**src/rtl/rd_burst_pkg.sv**
```systemverilog
package rd_burst_pkg;

    localparam int MAX_BLK_LOG = 5;                 // largest block: 32 dwords
    localparam int CNT_W       = MAX_BLK_LOG + 1;   // holds 1..32

    localparam logic [2:0] CMD_CFG_RD   = 3'd0;
    localparam logic [2:0] CMD_IO_RD    = 3'd1;
    localparam logic [2:0] CMD_MEM_RD   = 3'd2;
    localparam logic [2:0] CMD_MEM_LINE = 3'd3;
    localparam logic [2:0] CMD_MEM_MULT = 3'd4;

    typedef enum logic [1:0] {
        ST_IDLE  = 2'd0,
        ST_BURST = 2'd1,
        ST_DONE  = 2'd2
    } bst_state_e;

endpackage

```
**src/rtl/rd_burst_len_calc.sv**
```systemverilog
module rd_burst_len_calc
    import rd_burst_pkg::*;
#(
    parameter int CLS_W = 8
) (
    input  logic [2:0]       cmd_i,
    input  logic             pref_space_i,
    input  logic             upstream_i,
    input  logic             up_pref_en_i,
    input  logic [CLS_W-1:0] cls_i,
    input  logic [CNT_W-1:0] addr_lo_i,
    output logic             prefetch_o,
    output logic [CNT_W-1:0] len_o
);

    logic [2:0]       line_log;
    logic [2:0]       blk_log;
    logic [CNT_W-1:0] blk_size;
    logic [CNT_W-1:0] blk_mask;
    logic [CNT_W-1:0] offset;

    // prefetch decision from command and space attributes
    always_comb begin
        case (cmd_i)
            CMD_MEM_RD:   prefetch_o = upstream_i ? up_pref_en_i : pref_space_i;
            CMD_MEM_LINE: prefetch_o = 1'b1;
            CMD_MEM_MULT: prefetch_o = 1'b1;
            default:      prefetch_o = 1'b0;
        endcase
    end

    // cache line size to log2 of line, unsupported values fold to 16
    always_comb begin
        if (cls_i == CLS_W'(1))      line_log = 3'd0;
        else if (cls_i == CLS_W'(2)) line_log = 3'd1;
        else if (cls_i == CLS_W'(4)) line_log = 3'd2;
        else if (cls_i == CLS_W'(8)) line_log = 3'd3;
        else                         line_log = 3'd4;
    end

    always_comb begin
        blk_log  = line_log + ((cmd_i == CMD_MEM_MULT) ? 3'd1 : 3'd0);
        blk_size = CNT_W'(1) << blk_log;
        blk_mask = blk_size - CNT_W'(1);
        offset   = addr_lo_i & blk_mask;
        len_o    = prefetch_o ? (blk_size - offset) : CNT_W'(1);
    end

endmodule

```
**src/rtl/rd_burst_phase_ctr.sv**
```systemverilog
module rd_burst_phase_ctr
    import rd_burst_pkg::*;
#(
    parameter int ADDR_W = 32
) (
    input  logic              clk,
    input  logic              rst_n,
    input  logic              load_i,
    input  logic [ADDR_W-1:0] load_addr_i,
    input  logic [CNT_W-1:0]  load_len_i,
    input  logic              adv_i,
    output logic [ADDR_W-1:0] cur_addr_o,
    output logic [CNT_W-1:0]  xfer_cnt_o,
    output logic              is_last_o
);

    logic [CNT_W-1:0] remaining;

    always_ff @(posedge clk or negedge rst_n) begin
        if (!rst_n) begin
            remaining  <= '0;
            cur_addr_o <= '0;
            xfer_cnt_o <= '0;
        end else if (load_i) begin
            remaining  <= load_len_i;
            cur_addr_o <= load_addr_i;
            xfer_cnt_o <= '0;
        end else if (adv_i) begin
            remaining  <= remaining - CNT_W'(1);
            cur_addr_o <= cur_addr_o + ADDR_W'(1);
            xfer_cnt_o <= xfer_cnt_o + CNT_W'(1);
        end
    end

    assign is_last_o = (remaining == CNT_W'(1));

    // address steps by one per accepted phase
    p_addr_step_r9: assert property (@(posedge clk) disable iff (!rst_n)
        (adv_i && !load_i) |=> (cur_addr_o == $past(cur_addr_o) + ADDR_W'(1)));

    // no movement without an accepted phase or a load
    p_addr_hold_r9: assert property (@(posedge clk) disable iff (!rst_n)
        (!adv_i && !load_i) |=> $stable(cur_addr_o));

endmodule

```
**src/rtl/rd_burst_fsm.sv**
```systemverilog
module rd_burst_fsm
    import rd_burst_pkg::*;
(
    input  logic clk,
    input  logic rst_n,
    input  logic start_i,
    input  logic rdy_i,
    input  logic is_last_i,
    output logic load_o,
    output logic adv_o,
    output logic active_o,
    output logic busy_o,
    output logic done_o
);

    bst_state_e state_q, state_d;

    always_ff @(posedge clk or negedge rst_n) begin
        if (!rst_n) state_q <= ST_IDLE;
        else        state_q <= state_d;
    end

    always_comb begin
        state_d  = state_q;
        load_o   = 1'b0;
        adv_o    = 1'b0;
        active_o = 1'b0;
        busy_o   = 1'b1;
        done_o   = 1'b0;
        unique case (state_q)
            ST_IDLE: begin
                busy_o = 1'b0;
                if (start_i) begin          // accept
                    load_o  = 1'b1;
                    state_d = ST_BURST;
                end
            end
            ST_BURST: begin
                active_o = 1'b1;
                adv_o    = rdy_i;
                if (rdy_i && is_last_i)     // final transfer
                    state_d = ST_DONE;
            end
            ST_DONE: begin
                done_o  = 1'b1;
                state_d = ST_IDLE;          // retire
            end
            default: state_d = ST_IDLE;
        endcase
    end

    // completion is a single-cycle pulse
    p_done_pulse_r11: assert property (@(posedge clk) disable iff (!rst_n)
        done_o |=> !done_o);

    // completion follows an accepted final phase
    p_done_after_last_r11: assert property (@(posedge clk) disable iff (!rst_n)
        (adv_o && is_last_i) |=> done_o);

    // a start while busy never returns the block to idle early
    p_start_ignored_r12: assert property (@(posedge clk) disable iff (!rst_n)
        (active_o && start_i && !(rdy_i && is_last_i)) |=> active_o);

endmodule

```
**src/rtl/rd_burst_seq.sv**
```systemverilog
module rd_burst_seq
    import rd_burst_pkg::*;
#(
    parameter int ADDR_W = 32,
    parameter int CLS_W  = 8
) (
    input  logic              clk,
    input  logic              rst_n,
    input  logic              start_i,
    input  logic [ADDR_W-1:0] start_addr_i,
    input  logic [2:0]        cmd_i,
    input  logic              pref_space_i,
    input  logic              upstream_i,
    input  logic              up_pref_en_i,
    input  logic [CLS_W-1:0]  cls_i,
    input  logic              rdy_i,
    output logic              busy_o,
    output logic              xfer_active_o,
    output logic [ADDR_W-1:0] xfer_addr_o,
    output logic              last_phase_o,
    output logic              done_o,
    output logic [CNT_W-1:0]  done_count_o
);

    logic             load;
    logic             adv;
    logic             is_last;
    logic             prefetch;
    logic             prefetch_q;
    logic [CNT_W-1:0] len;

    rd_burst_len_calc #(.CLS_W(CLS_W)) i_len (
        .cmd_i        (cmd_i),
        .pref_space_i (pref_space_i),
        .upstream_i   (upstream_i),
        .up_pref_en_i (up_pref_en_i),
        .cls_i        (cls_i),
        .addr_lo_i    (start_addr_i[CNT_W-1:0]),
        .prefetch_o   (prefetch),
        .len_o        (len)
    );

    rd_burst_phase_ctr #(.ADDR_W(ADDR_W)) i_ctr (
        .clk         (clk),
        .rst_n       (rst_n),
        .load_i      (load),
        .load_addr_i (start_addr_i),
        .load_len_i  (len),
        .adv_i       (adv),
        .cur_addr_o  (xfer_addr_o),
        .xfer_cnt_o  (done_count_o),
        .is_last_o   (is_last)
    );

    rd_burst_fsm i_fsm (
        .clk       (clk),
        .rst_n     (rst_n),
        .start_i   (start_i),
        .rdy_i     (rdy_i),
        .is_last_i (is_last),
        .load_o    (load),
        .adv_o     (adv),
        .active_o  (xfer_active_o),
        .busy_o    (busy_o),
        .done_o    (done_o)
    );

    assign last_phase_o = xfer_active_o && is_last;

    always_ff @(posedge clk or negedge rst_n) begin
        if (!rst_n)    prefetch_q <= 1'b0;
        else if (load) prefetch_q <= prefetch;
    end

    // a non-prefetching read finishes after a single dword
    p_single_dword_r1: assert property (@(posedge clk) disable iff (!rst_n)
        (done_o && !prefetch_q) |-> (done_count_o == CNT_W'(1)));

    // any burst length lies within one largest block
    p_count_range_r7: assert property (@(posedge clk) disable iff (!rst_n)
        done_o |-> (done_count_o != '0 && done_count_o <= CNT_W'(32)));

    // last flag only during a pending phase
    p_last_in_burst_r10: assert property (@(posedge clk) disable iff (!rst_n)
        last_phase_o |-> (xfer_active_o && !done_o));

endmodule

```
**config.mk**
```make
export PLATFORM = sky130hd
export DESIGN_NAME = rd_burst_seq
export DESIGN_NICKNAME = d
export VERILOG_FILES = /design/src/rtl/rd_burst_pkg.sv /design/src/rtl/rd_burst_len_calc.sv /design/src/rtl/rd_burst_phase_ctr.sv /design/src/rtl/rd_burst_fsm.sv /design/src/rtl/rd_burst_seq.sv
export SDC_FILE = /design/constraint.sdc
export NUM_CORES = 1
export LEC_CHECK = 0
export ABC_AREA = 0
export CORE_MARGIN = 10
export CORE_UTILIZATION = 25
export CTS_CLUSTER_DIAMETER = 50
export DETAILED_ROUTE_END_ITERATION = 12
export RECOVER_POWER = 25
export SLEW_MARGIN = 20
export SYNTH_ARGS = -nofsm -noshare
export SYNTH_HDL_FRONTEND = slang
export SYNTH_HIERARCHICAL = 1
export SYNTH_SLANG_ARGS = --single-unit
```
**constraint.sdc**
```tcl
create_clock -name clk -period 5.1 [get_ports clk]
set_input_delay 1.02 -clock clk [delete_from_list [all_inputs] [get_ports clk]]
set_output_delay 1.02 -clock clk [all_outputs]
set_load 0.02 [all_outputs]
```
==> flow_metrics.env <==
export IMPL_outcome="finished, violations left"
export IMPL_failed_checks="max-capacitance violations, max-slew violations"
export IMPL_reg2reg_depth=7
export IMPL_ys_warn_count=6
export IMPL_drt_vias_per_instance=4.88
export IMPL_ys_seq_area_frac=0.368
export IMPL_initial_core_util=0.258
export IMPL_vias=3013
export IMPL_place_ws_ns=0.0727
export IMPL_rsz0062_at_grt="no"
export IMPL_reg2reg_slack_ns=2.61
export IMPL_cts_inserted_buffers=5
export IMPL_synthCells=362
export IMPL_ctsHoldBuffers=0
export IMPL_hold_start="i_fsm/state_q[1]"
export IMPL_synth_nets=422
export IMPL_fin_nets=508
export IMPL_setup_viol=0
export IMPL_fin_crit_sh=0.929
export IMPL_portBuffers=91
export IMPL_clkSinkCount=46
export IMPL_routed_wl_mm=9.06
export IMPL_synthFlopType="dfrtp_1"
export IMPL_cts_setup_buffers=0
export IMPL_dpl_cell_area_um2=4200
export IMPL_hpwl_mm=6.92
export IMPL_synth_edf_count=0
export IMPL_avgSynthCellArea_um2=8.63
export IMPL_tns_ns=0
export IMPL_final_cells=617
export IMPL_hold_viol_final=0
export IMPL_clk_path_buf_depth=2
export IMPL_die_w_um=132
export IMPL_dr_pass1_iters=4
export IMPL_p_leak_nw=1.63
export IMPL_slew_headroom=-0.728
export IMPL_design_area_um2=4340
export IMPL_grt_pass1_wl_mm=15.5
export IMPL_ios=92
export IMPL_synth_cell_types=58
export IMPL_cts_root_buf="clkbuf_16"
export IMPL_end_kind="flop"
export IMPL_wl_per_cell_um=14.7
export IMPL_gp_congestion=0.763
export IMPL_die_h_um=132
export IMPL_core_area_um2=12100
export IMPL_clk_latency_ns=0.28
export IMPL_gr_total_overflow=0
export IMPL_antenna_found_initial=0
export IMPL_holdWs_ns=0.523
export IMPL_max_freq_mhz=211
export IMPL_grt_max_degree=54
export IMPL_insertedDiodeCount=0
export IMPL_holdPathEnd="i_fsm/state_q[0]"
export IMPL_drt_iter0_drc=236
export IMPL_rr_startpoint="i_fsm/state_q[0]"
export IMPL_die_area_um2=17400
export IMPL_skew_ns=0.00660
export IMPL_worst_endpoint_required_ns=5.29
export IMPL_cts_resized=0
export IMPL_worst_slew_pin_slew_ns=2.59
export IMPL_irDropWorstVdd_uv=119
export IMPL_cts_tree="built"
export IMPL_reg2reg_to="i_ctr/cur_addr_o[31]"
export IMPL_critPathLaunchType="input pin"
export IMPL_syn_area_um2=3120
export IMPL_async_flop_share=1.00
export IMPL_min_path_type="reg2reg"
export IMPL_critPathKind="in2reg"
export IMPL_htreeDepth=2
export IMPL_drive_gt1_frac=0.0624
export IMPL_area_delta_synth_final_pct=39.0
export IMPL_final_setup_worst_slack_ns=0.362
export IMPL_grt_use_total=0.103
export IMPL_total_power_mw=2.12
export IMPL_critPathMaxFanout=5
export IMPL_grt_pass1_vias=3042
export IMPL_dp_cells=609
export IMPL_drc_errors=0
export IMPL_drv_cap=1
export IMPL_synth_seq_cells=46
export IMPL_clkTransAtPathRegs_ns=0.06
export IMPL_crit_arrival_ns=4.93
export IMPL_utilization=0.359
export IMPL_maxSlewViolCount=47
export IMPL_rows=40
export IMPL_whs_path_depth=1
export IMPL_ant_nets=0
export IMPL_p_per_area_nw_per_um2=489
export IMPL_period_minus_slack_ns=4.74
[final cells by class]
class / instances / area, um2
Fill cell: 1287 / 7770
Multi-Input combinational cell: 288 / 1850
Sequential cell: 46 / 1150
Timing Repair Buffer: 96 / 942
Tap cell: 168 / 210
Clock buffer: 7 / 143
Inverter: 11 / 41.3
Clock inverter: 1 / 5.00
[cell usage after synthesis, drive strengths merged (2+ instances only)]
cell	n	area (um2)
a31oi	18	113
nand3	12	65.1
or4	16	125
nor2	31	116
a2111oi	2	17.5
nor3	6	30.0
ha	10	125
a211o	2	18.8
and2b	2	16.3
xnor2	11	104
o21ai	30	150
and4	6	55.1
inv	11	41.3
nand2	51	191
nand4	12	96.3
mux2i	5	50.1
nor4	4	40.0
a21oi	5	25.0
o211ai	3	22.5
buf	5	32.5
o31ai	11	82.6
or3	7	43.8
xor2	17	149
and2	4	25.0
and3	6	38.8
nor2b	3	26.3
dfrtp	46	1150
clkbuf	12	55.1
[worst max path at each step]
stage | start | end | slack (ns) | cells past startpoint
6_report | cls_i[5] | i_ctr/remaining[5] | 0.36 | 18
5_1_grt | cls_i[5] | i_ctr/remaining[5] | 0.05 | 18
4_1_cts | cls_i[5] | i_ctr/remaining[5] | 0.35 | 18
3_5_place_dp | cls_i[5] | i_ctr/remaining[5] | 0.07 | 18
3_3_place_gp | cls_i[5] | i_ctr/remaining[5] | 0.16 | 18
2_1_floorplan | cls_i[5] | i_ctr/remaining[5] | 0.68 | 17
[placed cells by master (no fill, tap or decap), types with 2 or more instances in the layout]
master	instances
or3_1	7
a2111oi_0	2
nor4_1	3
a21oi_1	5
ha_1	10
o21ai_0	30
nor2_1	30
and3_1	5
clkdlybuf4s50_1	90
and4_1	5
clkbuf_1	2
clkbuf_16	5
o211ai_1	3
nor3_1	6
buf_4	5
nor2b_1	2
mux2i_1	5
dfrtp_1	46
o31ai_1	11
and2_1	4
nand3_1	11
or4_1	14
inv_1	11
nand4_1	10
nand2_1	51
xor2_1	17
xnor2_1	10
a31oi_1	18
[cells by family after synthesis]
group                    count (synthesis)  synth area share
AND/OR/NAND/NOR                        165             0.291
AO/OA/AOI/OAI                           79             0.159
flip-flops                              46             0.368
XOR/XNOR                                28            0.0809
buffers and inverters                   28            0.0412
adder cells (fa/ha/maj)                 11            0.0433
multiplexers                             5            0.0160
[layer usage]
layer,vias to the layer above,routed length [um],global-route usage
met1,1417,4490,0.137
met5,-,0,0
met4,0,63,0.0167
met2,85,4050,0.168
li1,1504,-,-
met3,7,453,0.0248
[flip-flops by register name, summed over array words and instances, names as in the netlist]
register and count:
i_ctr/remaining 6, i_ctr/xfer_cnt_o 6, i_fsm/state_q 2, i_ctr/cur_addr_o 32
[critical path, cell delays in order]
cell and delay, ns:
clkdlybuf4s50_1 0.40, or4_4 0.57, nor4_1 0.25, ha_1 0.19, ha_1 0.23, xnor2_1 0.12
or3_1 0.38, ha_1 0.25, nor3_1 0.16, a21oi_1 0.06, o32ai_1 0.12, nand2_1 0.09
ha_1 0.33, a21o_2 0.22, a31oi_1 0.18, mux2i_1 0.20, nand2_1 0.06, o21ai_0 0.10
[power breakdown]
group	switching (mW)	leakage [nW]	internal (mW)
Sequential	0.217	0.550	0.541
Clock	0.136	0.0739	0.195
Combinational	0.537	1.00	0.497
Total	0.891	1.63	1.23
No activity file was read; power rests on OpenSTA's default activity.
